===== src/rtl/ostm_pkg.sv =====
package ostm_pkg;
    typedef enum logic [0:0] {
        ST_IDLE = 1'b0,
        ST_RUN  = 1'b1
    } run_state_t;

    localparam int OFF_CMP   = 'h00;
    localparam int OFF_CNT   = 'h04;
    localparam int OFF_STAT  = 'h10;
    localparam int OFF_START = 'h14;
    localparam int OFF_STOP  = 'h18;
    localparam int OFF_CTL   = 'h20;

    localparam int CTL_W       = 2;
    localparam int CTL_IRQ_BIT = 0;
    localparam int CTL_MODE_BIT = 1;
endpackage


===== src/rtl/ostm_regs.sv =====
module ostm_regs
    import ostm_pkg::*;
#(
    parameter int ADDR_W = 6,
    parameter int DATA_W = 32
) (
    input  logic              clk,
    input  logic              rst_n,
    input  logic [ADDR_W-1:0] addr,
    input  logic              wr,
    input  logic [DATA_W-1:0] wdata,
    input  logic              running,
    output logic [DATA_W-1:0] cmp_q,
    output logic [CTL_W-1:0]  ctl_q,
    output logic              start_req,
    output logic              stop_req
);
    logic hit_cmp, hit_ctl;

    always_comb begin
        hit_cmp   = wr && (addr == ADDR_W'(OFF_CMP));
        hit_ctl   = wr && (addr == ADDR_W'(OFF_CTL));
        start_req = wr && (addr == ADDR_W'(OFF_START)) && wdata[0];
        stop_req  = wr && (addr == ADDR_W'(OFF_STOP)) && wdata[0];
    end

    // compare may change at any time; control only while stopped
    always_ff @(posedge clk or negedge rst_n) begin
        if (!rst_n) begin
            cmp_q <= '0;
            ctl_q <= '0;
        end else begin
            if (hit_cmp) begin
                cmp_q <= wdata;
            end
            if (hit_ctl && !running) begin
                ctl_q <= wdata[CTL_W-1:0];
            end
        end
    end
endmodule


===== src/rtl/ostm_fsm.sv =====
module ostm_fsm
    import ostm_pkg::*;
(
    input  logic clk,
    input  logic rst_n,
    input  logic start_req,
    input  logic stop_req,
    output logic running,
    output logic start_evt
);
    run_state_t state_q, state_d;

    always_ff @(posedge clk or negedge rst_n) begin
        if (!rst_n) begin
            state_q <= ST_IDLE;
        end else begin
            state_q <= state_d;
        end
    end

    always_comb begin
        state_d   = state_q;
        running   = 1'b0;
        start_evt = 1'b0;
        unique case (state_q)
            ST_IDLE: begin
                if (start_req) begin
                    state_d   = ST_RUN;   // T_START
                    start_evt = 1'b1;
                end
            end
            ST_RUN: begin
                running = 1'b1;
                if (stop_req) begin
                    state_d = ST_IDLE;    // T_STOP
                end
            end
            default: state_d = ST_IDLE;
        endcase
    end
endmodule


===== src/rtl/ostm_counter.sv =====
module ostm_counter #(
    parameter int DATA_W = 32
) (
    input  logic              clk,
    input  logic              rst_n,
    input  logic              start_evt,
    input  logic              running,
    input  logic              free_mode,
    input  logic [DATA_W-1:0] cmp,
    output logic [DATA_W-1:0] cnt_q,
    output logic              match_evt
);
    logic at_zero;

    always_comb begin
        at_zero   = (cnt_q == '0);
        match_evt = running && (free_mode ? (cnt_q == cmp) : at_zero);
    end

    always_ff @(posedge clk or negedge rst_n) begin
        if (!rst_n) begin
            cnt_q <= '0;
        end else if (start_evt) begin
            cnt_q <= free_mode ? '0 : cmp;
        end else if (running) begin
            if (free_mode) begin
                cnt_q <= cnt_q + 1'b1;
            end else if (at_zero) begin
                cnt_q <= cmp;
            end else begin
                cnt_q <= cnt_q - 1'b1;
            end
        end
    end
endmodule


===== src/rtl/os_tick_timer.sv =====
module os_tick_timer
    import ostm_pkg::*;
#(
    parameter int ADDR_W = 6,
    parameter int DATA_W = 32
) (
    input  logic              clk,
    input  logic              rst_n,
    input  logic [ADDR_W-1:0] bus_addr,
    input  logic              bus_wr,
    input  logic [DATA_W-1:0] bus_wdata,
    output logic [DATA_W-1:0] bus_rdata,
    output logic              irq
);
    logic [DATA_W-1:0] cmp_w, cnt_w;
    logic [CTL_W-1:0]  ctl_w;
    logic start_req_w, stop_req_w, run_w, start_evt_w, match_w, free_w;
    logic irq_q;

    assign free_w = ctl_w[CTL_MODE_BIT];

    ostm_regs #(.ADDR_W(ADDR_W), .DATA_W(DATA_W)) u_regs (
        .clk(clk), .rst_n(rst_n), .addr(bus_addr), .wr(bus_wr),
        .wdata(bus_wdata), .running(run_w), .cmp_q(cmp_w), .ctl_q(ctl_w),
        .start_req(start_req_w), .stop_req(stop_req_w)
    );

    ostm_fsm u_fsm (
        .clk(clk), .rst_n(rst_n), .start_req(start_req_w),
        .stop_req(stop_req_w), .running(run_w), .start_evt(start_evt_w)
    );

    ostm_counter #(.DATA_W(DATA_W)) u_cnt (
        .clk(clk), .rst_n(rst_n), .start_evt(start_evt_w), .running(run_w),
        .free_mode(free_w), .cmp(cmp_w), .cnt_q(cnt_w), .match_evt(match_w)
    );

    always_ff @(posedge clk or negedge rst_n) begin
        if (!rst_n) begin
            irq_q <= 1'b0;
        end else begin
            irq_q <= match_w || (start_evt_w && ctl_w[CTL_IRQ_BIT]);
        end
    end

    assign irq = irq_q;

    always_comb begin
        bus_rdata = '0;
        if (bus_addr == ADDR_W'(OFF_CMP)) begin
            bus_rdata = cmp_w;
        end else if (bus_addr == ADDR_W'(OFF_CNT)) begin
            bus_rdata = cnt_w;
        end else if (bus_addr == ADDR_W'(OFF_STAT)) begin
            bus_rdata = DATA_W'(run_w);
        end else if (bus_addr == ADDR_W'(OFF_CTL)) begin
            bus_rdata = DATA_W'(ctl_w);
        end
    end
endmodule


===== config.mk =====
export PLATFORM = sky130hd
export DESIGN_NAME = os_tick_timer
export DESIGN_NICKNAME = d
export VERILOG_FILES = /design/src/rtl/ostm_pkg.sv /design/src/rtl/ostm_regs.sv /design/src/rtl/ostm_fsm.sv /design/src/rtl/ostm_counter.sv /design/src/rtl/os_tick_timer.sv
export SDC_FILE = /design/constraint.sdc
export NUM_CORES = 1
export LEC_CHECK = 0
export BUFFER_PORTS_ARGS = -buffer_cell sky130_fd_sc_hd__buf_2
export CORE_MARGIN = 2
export CORE_UTILIZATION = 45
export CTS_CLUSTER_SIZE = 8
export DETAILED_ROUTE_END_ITERATION = 16
export SETUP_SLACK_MARGIN = 0.3
export SLEW_MARGIN = 20
export SYNTH_ARGS = -nofsm -noshare
export SYNTH_HDL_FRONTEND = slang
export SYNTH_SLANG_ARGS = --single-unit

===== constraint.sdc =====
create_clock -name clk -period 5.3 [get_ports clk]
set_input_delay 0 -clock clk [delete_from_list [all_inputs] [get_ports clk]]
set_output_delay 0 -clock clk [all_outputs]
set_load 0.03 [all_outputs]

==> results of run 1 <==
-- cells by family (layout without fill, tap and decap cells) --
logic type | count (synthesis) | count (layout) | share of synthesized area
xor gates and xnor gates | 59 | 59 | 0.0945
and+or+nand+nor | 226 | 226 | 0.219
buffers and inverters | 78 | 146 | 0.0579
muxes | 33 | 33 | 0.0684
adders and majority gates | 3 | 3 | 0.00687
AOI/OAI and AO/OA | 192 | 192 | 0.242
DFF | 68 | 68 | 0.311
-- state kept, by name, indices dropped and copies added, names as in the netlist --
name and cells:
irq 1, u_regs.ctl_q 2, u_cnt.cnt_q 32, u_fsm.state_q 1, u_regs.cmp_q 32
-- timing repair --
action / 4_1_cts / 5_1_grt
endpoints found under the hold margin: 103 / 0
resized for setup: 0 / 0
hold buffers: 34 / 0
-- layout by cell type (no fill, tap or decap), drive strengths merged, types with 5 or more instances in the layout --
cell type and instances:
nor3 32, o32ai 5, a21o 7, xor2 16, dfrtp 68, or3 10
dlygate4sd3 34, nand3 24, a21oi 44, xnor2 43, a22o 31, nand4 22
nand2 43, o31ai 5, buf 86, nor2 39, a31oi 15, inv 10
a211oi 9, and3 14, o21ai 32, mux2 32, o22ai 5, a221oi 5
nor4 20, clkbuf 11
-- worst paths after layout --
path	end	slack [ns]
max in group asynchronous	u_regs.cmp_q[26]$_DFFE_PN0P_	4.29
worst max register to register	u_cnt.cnt_q[4]$_DFFE_PN0P_	2.05
worst min register to register	u_cnt.cnt_q[0]$_DFFE_PN0P_	0.52
worst min-delay path	u_fsm.state_q$_DFF_PN0_	0.01
min in group asynchronous	u_regs.cmp_q[13]$_DFFE_PN0P_	0.42
worst max-delay path	u_cnt.cnt_q[4]$_DFFE_PN0P_	2.05
-- per-stage QoR --
step | util | cell area (sq um) | hold WS, ns | instances | setup WS [ns]
floorplan | - | 5470 | -0.296 | 659 | 2.86
global placement | 0.494 | 5880 | 0.230 | 825 | 2.13
detailed placement | 0.494 | 5880 | 0.235 | 825 | 2.08
CTS | 0.547 | 6510 | 0.00620 | 874 | 2.07
global route | 0.547 | 6510 | 0.0553 | 874 | 1.81
finish | 0.547 | 6510 | 0.0131 | 874 | 2.05
-- final cells by class --
cell class              instances  share of cell area
inverters                      11             0.00634
clock inverters                 4             0.00768
flip-flops and latches         68               0.261
multi-input cells             513               0.536
clock buffers                  11              0.0373
well taps                     147              0.0282
repair buffers                120               0.123
-- power by group --
group / leakage, uW / internal, uW / switching, uW
clock: 0.000138 / 374 / 240
combinational: 0.00170 / 347 / 330
sequential: 0.000844 / 640 / 343
total: 0.00268 / 1360 / 912
-- routing by layer --
layer	wire, um	track usage
met5	0	0
met2	8430	0.456
met4	570	0.149
met3	1750	0.0582
met1	7820	0.392
-- critical path: cells and delay by family (launching register included) --
kind	cells	cell delay, ns
simple gates	3	1.78
flops	1	0.52
mux	1	0.47
compound gates	2	0.34
==> flow_summary.ini, run 1 <==
[logic_synthesis]
netlist_area_sq_um = 5470
synthCells = 659
synth_top_flop_cell = dfrtp_1
synth_top_area_frac = 0.311
yosys.area.top_type = dfrtp_1
synth-seq-cells = 68
yosys_warnings = 0
synth-seq-area-share = 0.311
synth_most_common_cell = dfrtp_1
synth_cell_types = 62
synth_edf_count = 0
syn_area_per_cell_sq_um = 8.30
yosys-top-cells-count = 68 x dfrtp_1, 50 x clkbuf_1, 44 x a21oi_1, 43 x nand2_1, 43 x xnor2_1
syn-num-nets = 703
synth_area_leaders = dfrtp_1 31%, xnor2_1 6.9%, mux2_2 6.4%
ys_async_sr_fraction = 1.00

[sta]
min_period_ns = 3.25
setup_viol = 0
min_period_over_period = 0.612
slew_headroom = 0.189
fin_skew_ns = 0.00874
fmax_ghz = 0.308
tns_ns = 0
slew_violations = 0
worstMarginPinSlew_ns = 1.21
hold_viol = 0
rsz0062_at_grt = false

[global_routing]
grt_pass1_wl_mm = 29.5
grt_pass1_vias = 5420
grt_usage = 0.294
overflow = 0
grt_max_degree = 69
antenna_found_initial = 0

[setup_path]
critPathMaxStageDelay_ns = 1.04
critPathMaxFanout = 24
crit_type = register to register
cp-end-kind = register
worstPathArrival_ns = 3.47
slowest_stage = or4_1
worst_ep_required_time_ns = 5.52
worst-r2r-cell-count = 6
worstSetupStartpointType = register
cp-startpoint = u_cnt.cnt_q[16]$_DFFE_PN0P_
worstPathCellList = nor4_2 -> nand2_1 -> or4_1 -> mux2_4 -> a221oi_2 -> o21ai_1
timing.rr.start = u_cnt.cnt_q[16]$_DFFE_PN0P_

[drt]
drtIter0Drc = 569
wl_per_cell_um = 21.2
ant_nets = 0
dr.pass1.iters = 5
drc = 0
postRouteWirelength_mm = 18.6
drt-vias-per-instance = 6.51
vias = 5686

[run]
maxCapViolCount = 0

[worst_hold_path]
hold_path_depth = 3
hold_path_class = input port to register
min_from = bus_addr[2]

[place]
place.gp.congestion = 0.993
dp_hpwl_mm = 12.2
io_buffers = 73

[final_layout]
seqCellArea_sq_um = 1700
nNetsFinal = 767
multi_input_area_sq_um = 3490
fill_cells = 1110
drive_above_1_share = 0.202
n_antenna_cell = 0
syn2layout_area_growth_pct = 19.1

[power_and_ir_drop]
power.total_uw = 2270
power_density_nw_per_um2 = 349
peakVddDrop_uv = 191
leakage_uw = 0.00268

[clocking]
root_buffer = clkbuf_16
cts_tree = yes
clock_path_buffers = 2
clock_tree.htree_level_count = 3
clkSinkCount = 68
insertion_delay_ns = 0.35
cts_buffers = 9
path_clk_slew_ns = 0.06
postCtsSetupBuffers = 0

[floorplan]
ios = 74
die_h_um = 114
num_rows = 40
dieArea_sq_um = 13000
initial_utilization = 0.459
die_x_um = 114
core_area_sq_um = 11900

[outcome]
status = complete, no violations
(Power assumes the default switching activity.)
==> run 2, diff against run 1 <==
ABC_AREA = 1   (was default)
PLACE_DENSITY = 0.67   (was default)
clock period = 2.6 ns   (was 5.3 ns; I/O delays follow)
==> flow_summary.ini, run 2 <==
[power_and_ir_drop]
leakage_uw = 0.00358
power_density_nw_per_um2 = 840
peakVddDrop_uv = 384

[clocking]
root_buffer = clkbuf_16
cts_buffers = 9
clkSinkCount = 68
cts_tree = yes
path_clk_slew_ns = 0.06
clock_tree.htree_level_count = 3
insertion_delay_ns = 0.36
clock_path_buffers = 2

[sta]
min_period_ns = 2.23
hold_ws_ns = 0.0157
worstMarginPinSlew_ns = 0.919
hold_viol = 0
fin_skew_ns = 0.00563
slew_violations = 0
min_period_over_period = 0.859
slew_headroom = 0.387
setup_viol = 0
tns_ns = 0
fmax_ghz = 0.448
rsz0062_at_grt = true

[final_layout]
drive_above_1_share = 0.144
reg_top3 = u_cnt.cnt_q: 32 flops, u_regs.cmp_q: 32 flops, u_regs.ctl_q: 2 flops
seqCellArea_sq_um = 1700
mostFrequentLayoutCells = 260 x nand2_1, 127 x nor2_1, 99 x inv_1, 72 x buf_2, 71 x nand3_1
syn2layout_area_growth_pct = 21.4
final_util = 0.553
final_common_cell = nand2_1
n_antenna_cell = 0
fill_cells = 1345
nNetsFinal = 1110
multi_input_area_sq_um = 3630

[logic_synthesis]
netlist_area_sq_um = 5990
synth_top_flop_cell = dfrtp_1
yosys-top-cells-count = 260 x nand2_1, 133 x nor2_1, 100 x inv_1, 72 x nand3_1, 68 x dfrtp_1
syn_area_per_cell_sq_um = 6.22
muxShareOfSynthArea = 0.0176
synth_cell_types = 36
synth-adder-area-share = 0.00627
syn-num-nets = 1007
synthCells = 963
synth_compound_area_frac = 0.174
synth_top_area_frac = 0.284
ys_async_sr_fraction = 1.00
synth_top_family_by_area = simple AND/OR/NAND/NOR gates
yosys.area.top_type = dfrtp_1
synth_edf_count = 0
synth_area_leaders = dfrtp_1 28%, nand2_1 16%, nor2_1 8.3%
synthXorXnorAreaFrac = 0.0453
synthSimpleGateAreaFrac = 0.357
synth_most_common_cell = nand2_1
synth-seq-cells = 68
yosys_warnings = 0
synth-seq-area-share = 0.284

[drt]
ant_nets = 0
vias = 7176
dr.pass1.iters = 6
drc = 0
drt-vias-per-instance = 5.76
drtIter0Drc = 790
postRouteWirelength_mm = 24.2
wl_per_cell_um = 19.4

[setup_path]
ff2ff_setup_slack_ns = 0.37
critPathMaxFanout = 5
worst-r2r-cell-count = 11
cp-startpoint = u_cnt.cnt_q[1]$_DFFE_PN0P_
crit_type = register to register
worstSetupStartpointType = register
cp-end-kind = register
timing.rr.start = u_cnt.cnt_q[1]$_DFFE_PN0P_
worstPathArrival_ns = 2.53
r2r-end = u_cnt.cnt_q[20]$_DFFE_PN0P_
worst_ep_required_time_ns = 2.89

[global_routing]
grt_pass1_vias = 6680
grt_max_degree = 69
grt_pass1_wl_mm = 37.3
overflow = 0
grt_usage = 0.346
antenna_found_initial = 0

[place]
io_buffers = 73
place.gp.congestion = 1.02
dp_hpwl_mm = 17.7

[floorplan]
die_h_um = 119
ios = 74
num_rows = 42
initial_utilization = 0.456
dieArea_sq_um = 14200
die_x_um = 119
core_area_sq_um = 13100

[worst_hold_path]
hold_path_class = input port to register
worstHoldEndpoint = u_fsm.state_q$_DFF_PN0_
hold_path_depth = 4
min_from = bus_addr[4]

[run]
maxCapViolCount = 0

[outcome]
status = complete, no violations
-- run 2: logic make-up after synthesis --
| group | count (synthesis) |
|---|---|
| buf+inv | 158 |
| xor+xnor | 31 |
| mux | 7 |
| simple gates | 516 |
| compound gates | 180 |
| fa+ha+maj | 3 |
| flops | 68 |
-- run 2: layout make-up --
type / count / share of cell area
Clock buffer: 11 / 0.0334
Clock inverter: 4 / 0.00688
Inverter: 104 / 0.0539
Multi-Input combinational cell: 737 / 0.499
Sequential cell: 68 / 0.234
Tap cell: 176 / 0.0303
Timing Repair Buffer: 146 / 0.142
-- run 2: power by group --
part	internal, uW	switching [uW]	total (uW)
registers	1340	532	1880
logic	995	1980	2970
clock network	761	496	1260
-- run 2: metrics by stage --
| step | power [uW] | std cells | worst slack [ns] | instance area (sq um) |
|---|---|---|---|---|
| after floorplan | 3770 | 963 | 0.838 | 5990 |
| after global placement | 4670 | 1188 | 0.278 | 6510 |
| after detailed placement | 4670 | 1188 | 0.269 | 6510 |
| after CTS | 5980 | 1240 | 0.357 | 7180 |
| after global routing | 6520 | 1246 | 0.203 | 7270 |
| final | 6100 | 1246 | 0.365 | 7270 |
-- run 2: worst max-delay path by stage --
stage | endpoint | cells after the start
after floorplan | u_cnt.cnt_q[18]$_DFFE_PN0P_ | 13
after global placement | u_cnt.cnt_q[18]$_DFFE_PN0P_ | 13
after detailed placement | u_cnt.cnt_q[18]$_DFFE_PN0P_ | 13
after CTS | u_cnt.cnt_q[18]$_DFFE_PN0P_ | 13
after global routing | u_cnt.cnt_q[20]$_DFFE_PN0P_ | 11
final | u_cnt.cnt_q[20]$_DFFE_PN0P_ | 11
-- run 2: timing repair --
action	in CTS	in global routing
endpoints found under the setup margin	2	35
pin swaps	0	2
resized for setup	1	11
hold buffers	37	0
gates cloned	0	0
endpoints found under the hold margin	103	0
buffers inserted	0	6
-- run 2: per-layer routing --
| metal | global-route usage | part of all wire | vias up |
|---|---|---|---|
| met5 | 0 | 0 | - |
| met4 | 0.170 | 0.040 | 0 |
| met3 | 0.0656 | 0.11 | 63 |
| met2 | 0.519 | 0.44 | 440 |
| met1 | 0.477 | 0.41 | 3318 |
| li1 | - | - | 3355 |
-- run 2: worst max-delay path: stages (launching register included) --
cell and delay (ns):
dfrtp_1 0.44, ha_1 0.20, nand2_1 0.08, inv_1 0.11, nand3_1 0.24, nor2_2 0.26, nand2_1 0.17, o21ai_0 0.19
nand3_1 0.24, nand2_1 0.13, nand2_1 0.05, nand2_1 0.07
==> run 3, diff against run 2 <==
HOLD_SLACK_MARGIN = 0.12   (was default)
PLACE_DENSITY = 0.69   (was 0.67)
==> flow_summary.ini, run 3 (synthesis gave the netlist of run 2 again) <==
[final_layout]
seqCellArea_sq_um = 1710
multi_input_area_sq_um = 3640
nNetsFinal = 1116
final_common_cell = nand2_1
syn2layout_area_growth_pct = 22.6
drive_above_1_share = 0.149
mostFrequentLayoutCells = 259 x nand2_1, 129 x nor2_1, 99 x inv_1, 73 x buf_2, 70 x nand3_1
n_antenna_cell = 0
layout.cells.non_filler = 1252
fill_cells = 1369
reg_top3 = u_cnt.cnt_q: 32 flops, u_regs.cmp_q: 32 flops, u_regs.ctl_q: 2 flops

[power_and_ir_drop]
clkPwrFrac = 0.202
power_frac_comb = 0.508
p_sw_uw = 3100
power.total_uw = 6270
power_density_nw_per_um2 = 854
p_int_uw = 3170
leakage_uw = 0.00362
p_seq_frac = 0.289
peakVddDrop_uv = 362
switching_share = 0.494

[setup_path]
worstPathArrival_ns = 2.54
slowest_stage = dfrtp_1
critPathTopFamily = simple AND/OR/NAND/NOR gates
worst_ep_required_time_ns = 2.88
critPathMaxFanout = 5
cp-end-kind = register
worstSetupStartpointType = register
crit_buf_inv = 1
critPathMaxStageDelay_ns = 0.42
crit_type = register to register
worstPathCellList = ha_1 -> nand2_1 -> inv_1 -> nand3_1 -> nor2_2 -> nand2_1 -> o21ai_0 -> nand3_1 -> nand2_1 -> nand2_1 -> nand2_1
path_common_cell = nand2_1

[global_routing]
grt_max_degree = 69
grt_pass1_wl_mm = 38.3
grt_pass1_vias = 6706
antenna_found_initial = 0
overflow = 0
grt_usage = 0.354

[sta]
rsz0062_at_grt = true
slew_violations = 0
slew_headroom = 0.397
setup_viol = 0
hold_ws_ns = 0.208
fin_skew_ns = 0.00744
tns_ns = 0
min_period_over_period = 0.868
hold_viol = 0
fmax_ghz = 0.443
worstMarginPinSlew_ns = 0.905
min_period_ns = 2.26

[drt]
drt-vias-per-instance = 5.78
postRouteWirelength_mm = 24.8
drtIter0Drc = 972
vias = 7231
dr.pass1.iters = 8
wl_per_cell_um = 19.8
ant_nets = 0
drc = 0

[worst_hold_path]
hold_path_class = input port to register

[clocking]
insertion_delay_ns = 0.35
cts_buffers = 9
clkSinkCount = 68
cts_tree = yes
root_buffer = clkbuf_16
clock_tree.htree_level_count = 3
clock_path_buffers = 2
path_clk_slew_ns = 0.06

[floorplan]
core_area_sq_um = 13100
die_x_um = 119
initial_utilization = 0.456
dieArea_sq_um = 14200
die_h_um = 119
num_rows = 42
ios = 74

[place]
place.gp.congestion = 1.03
place_inst = 1194
io_buffers = 73
dp_hpwl_mm = 18.2

[outcome]
status = complete, no violations

[run]
maxCapViolCount = 0
-- run 3: cell count changes in the layout (fill, tap and decap cells not counted), sizes merged --
cell,delta
buf,+2
dlygate4sd3,+4
-- run 3: per-layer routing --
metal  track usage  share of wire
met1         0.502           0.43
met2         0.524           0.43
met3        0.0709          0.097
met4         0.154          0.045
met5             0              0
-- run 3: cell type report --
type,instances,share of cell area
clock buffers,11,0.0331
multi-input cells,737,0.496
inverters,104,0.0534
flip-flops and latches,68,0.233
well taps,176,0.0300
clock inverters,4,0.00682
repair buffers,152,0.148
-- run 3: power groups by stage --
stage | registers [uW] | clock network, uW | logic (uW)
4_1_cts | 1780 | 1270 | 3070
5_1_grt | 1840 | 1330 | 3500
3_5_place_dp | 1790 | 0 | 3000
2_1_floorplan | 1470 | 0 | 2300
3_3_place_gp | 1790 | 0 | 3000
6_report | 1810 | 1270 | 3190
-- run 3: worst paths after layout --
check	startpoint	to	slack, ns	cells after the start
max	u_cnt.cnt_q[1]$_DFFE_PN0P_	u_cnt.cnt_q[20]$_DFFE_PN0P_	0.34	11
min reg2reg	u_regs.cmp_q[17]$_DFFE_PN0P_	u_cnt.cnt_q[17]$_DFFE_PN0P_	0.50	2
min in group asynchronous	rst_n	u_fsm.state_q$_DFF_PN0_	0.40	3
max in group asynchronous	rst_n	u_cnt.cnt_q[4]$_DFFE_PN0P_	1.57	3
max reg2reg	u_cnt.cnt_q[1]$_DFFE_PN0P_	u_cnt.cnt_q[20]$_DFFE_PN0P_	0.34	11
min	bus_addr[3]	u_regs.ctl_q[0]$_DFFE_PN0P_	0.21	7
-- run 3: through the flow --
stage | util | worst slack, ns | area [sq um]
final | 0.559 | 0.344 | 7340
after global routing | 0.559 | 0.237 | 7340
after CTS | 0.553 | 0.340 | 7270
after detailed placement | 0.499 | 0.271 | 6560
after global placement | 0.499 | 0.285 | 6560
after floorplan | - | 0.838 | 5990
-- run 3: timing repair --
| item | in CTS | in global routing |
|---|---|---|
| gates resized for setup | 2 | 15 |
| setup buffers | 0 | 2 |
| endpoints found under the hold margin | 103 | 0 |
| pin swaps | 0 | 2 |
| hold buffers | 41 | 0 |
| endpoints found under the setup margin | 3 | 22 |
-- run 3: tightest hold or removal path: cells and delay by family --
family / cells / cell delay [ns]
AND/OR/NAND/NOR: 4 / 0.26
buffers and inverters: 2 / 0.21
AO/OA/AOI/OAI: 1 / 0.06
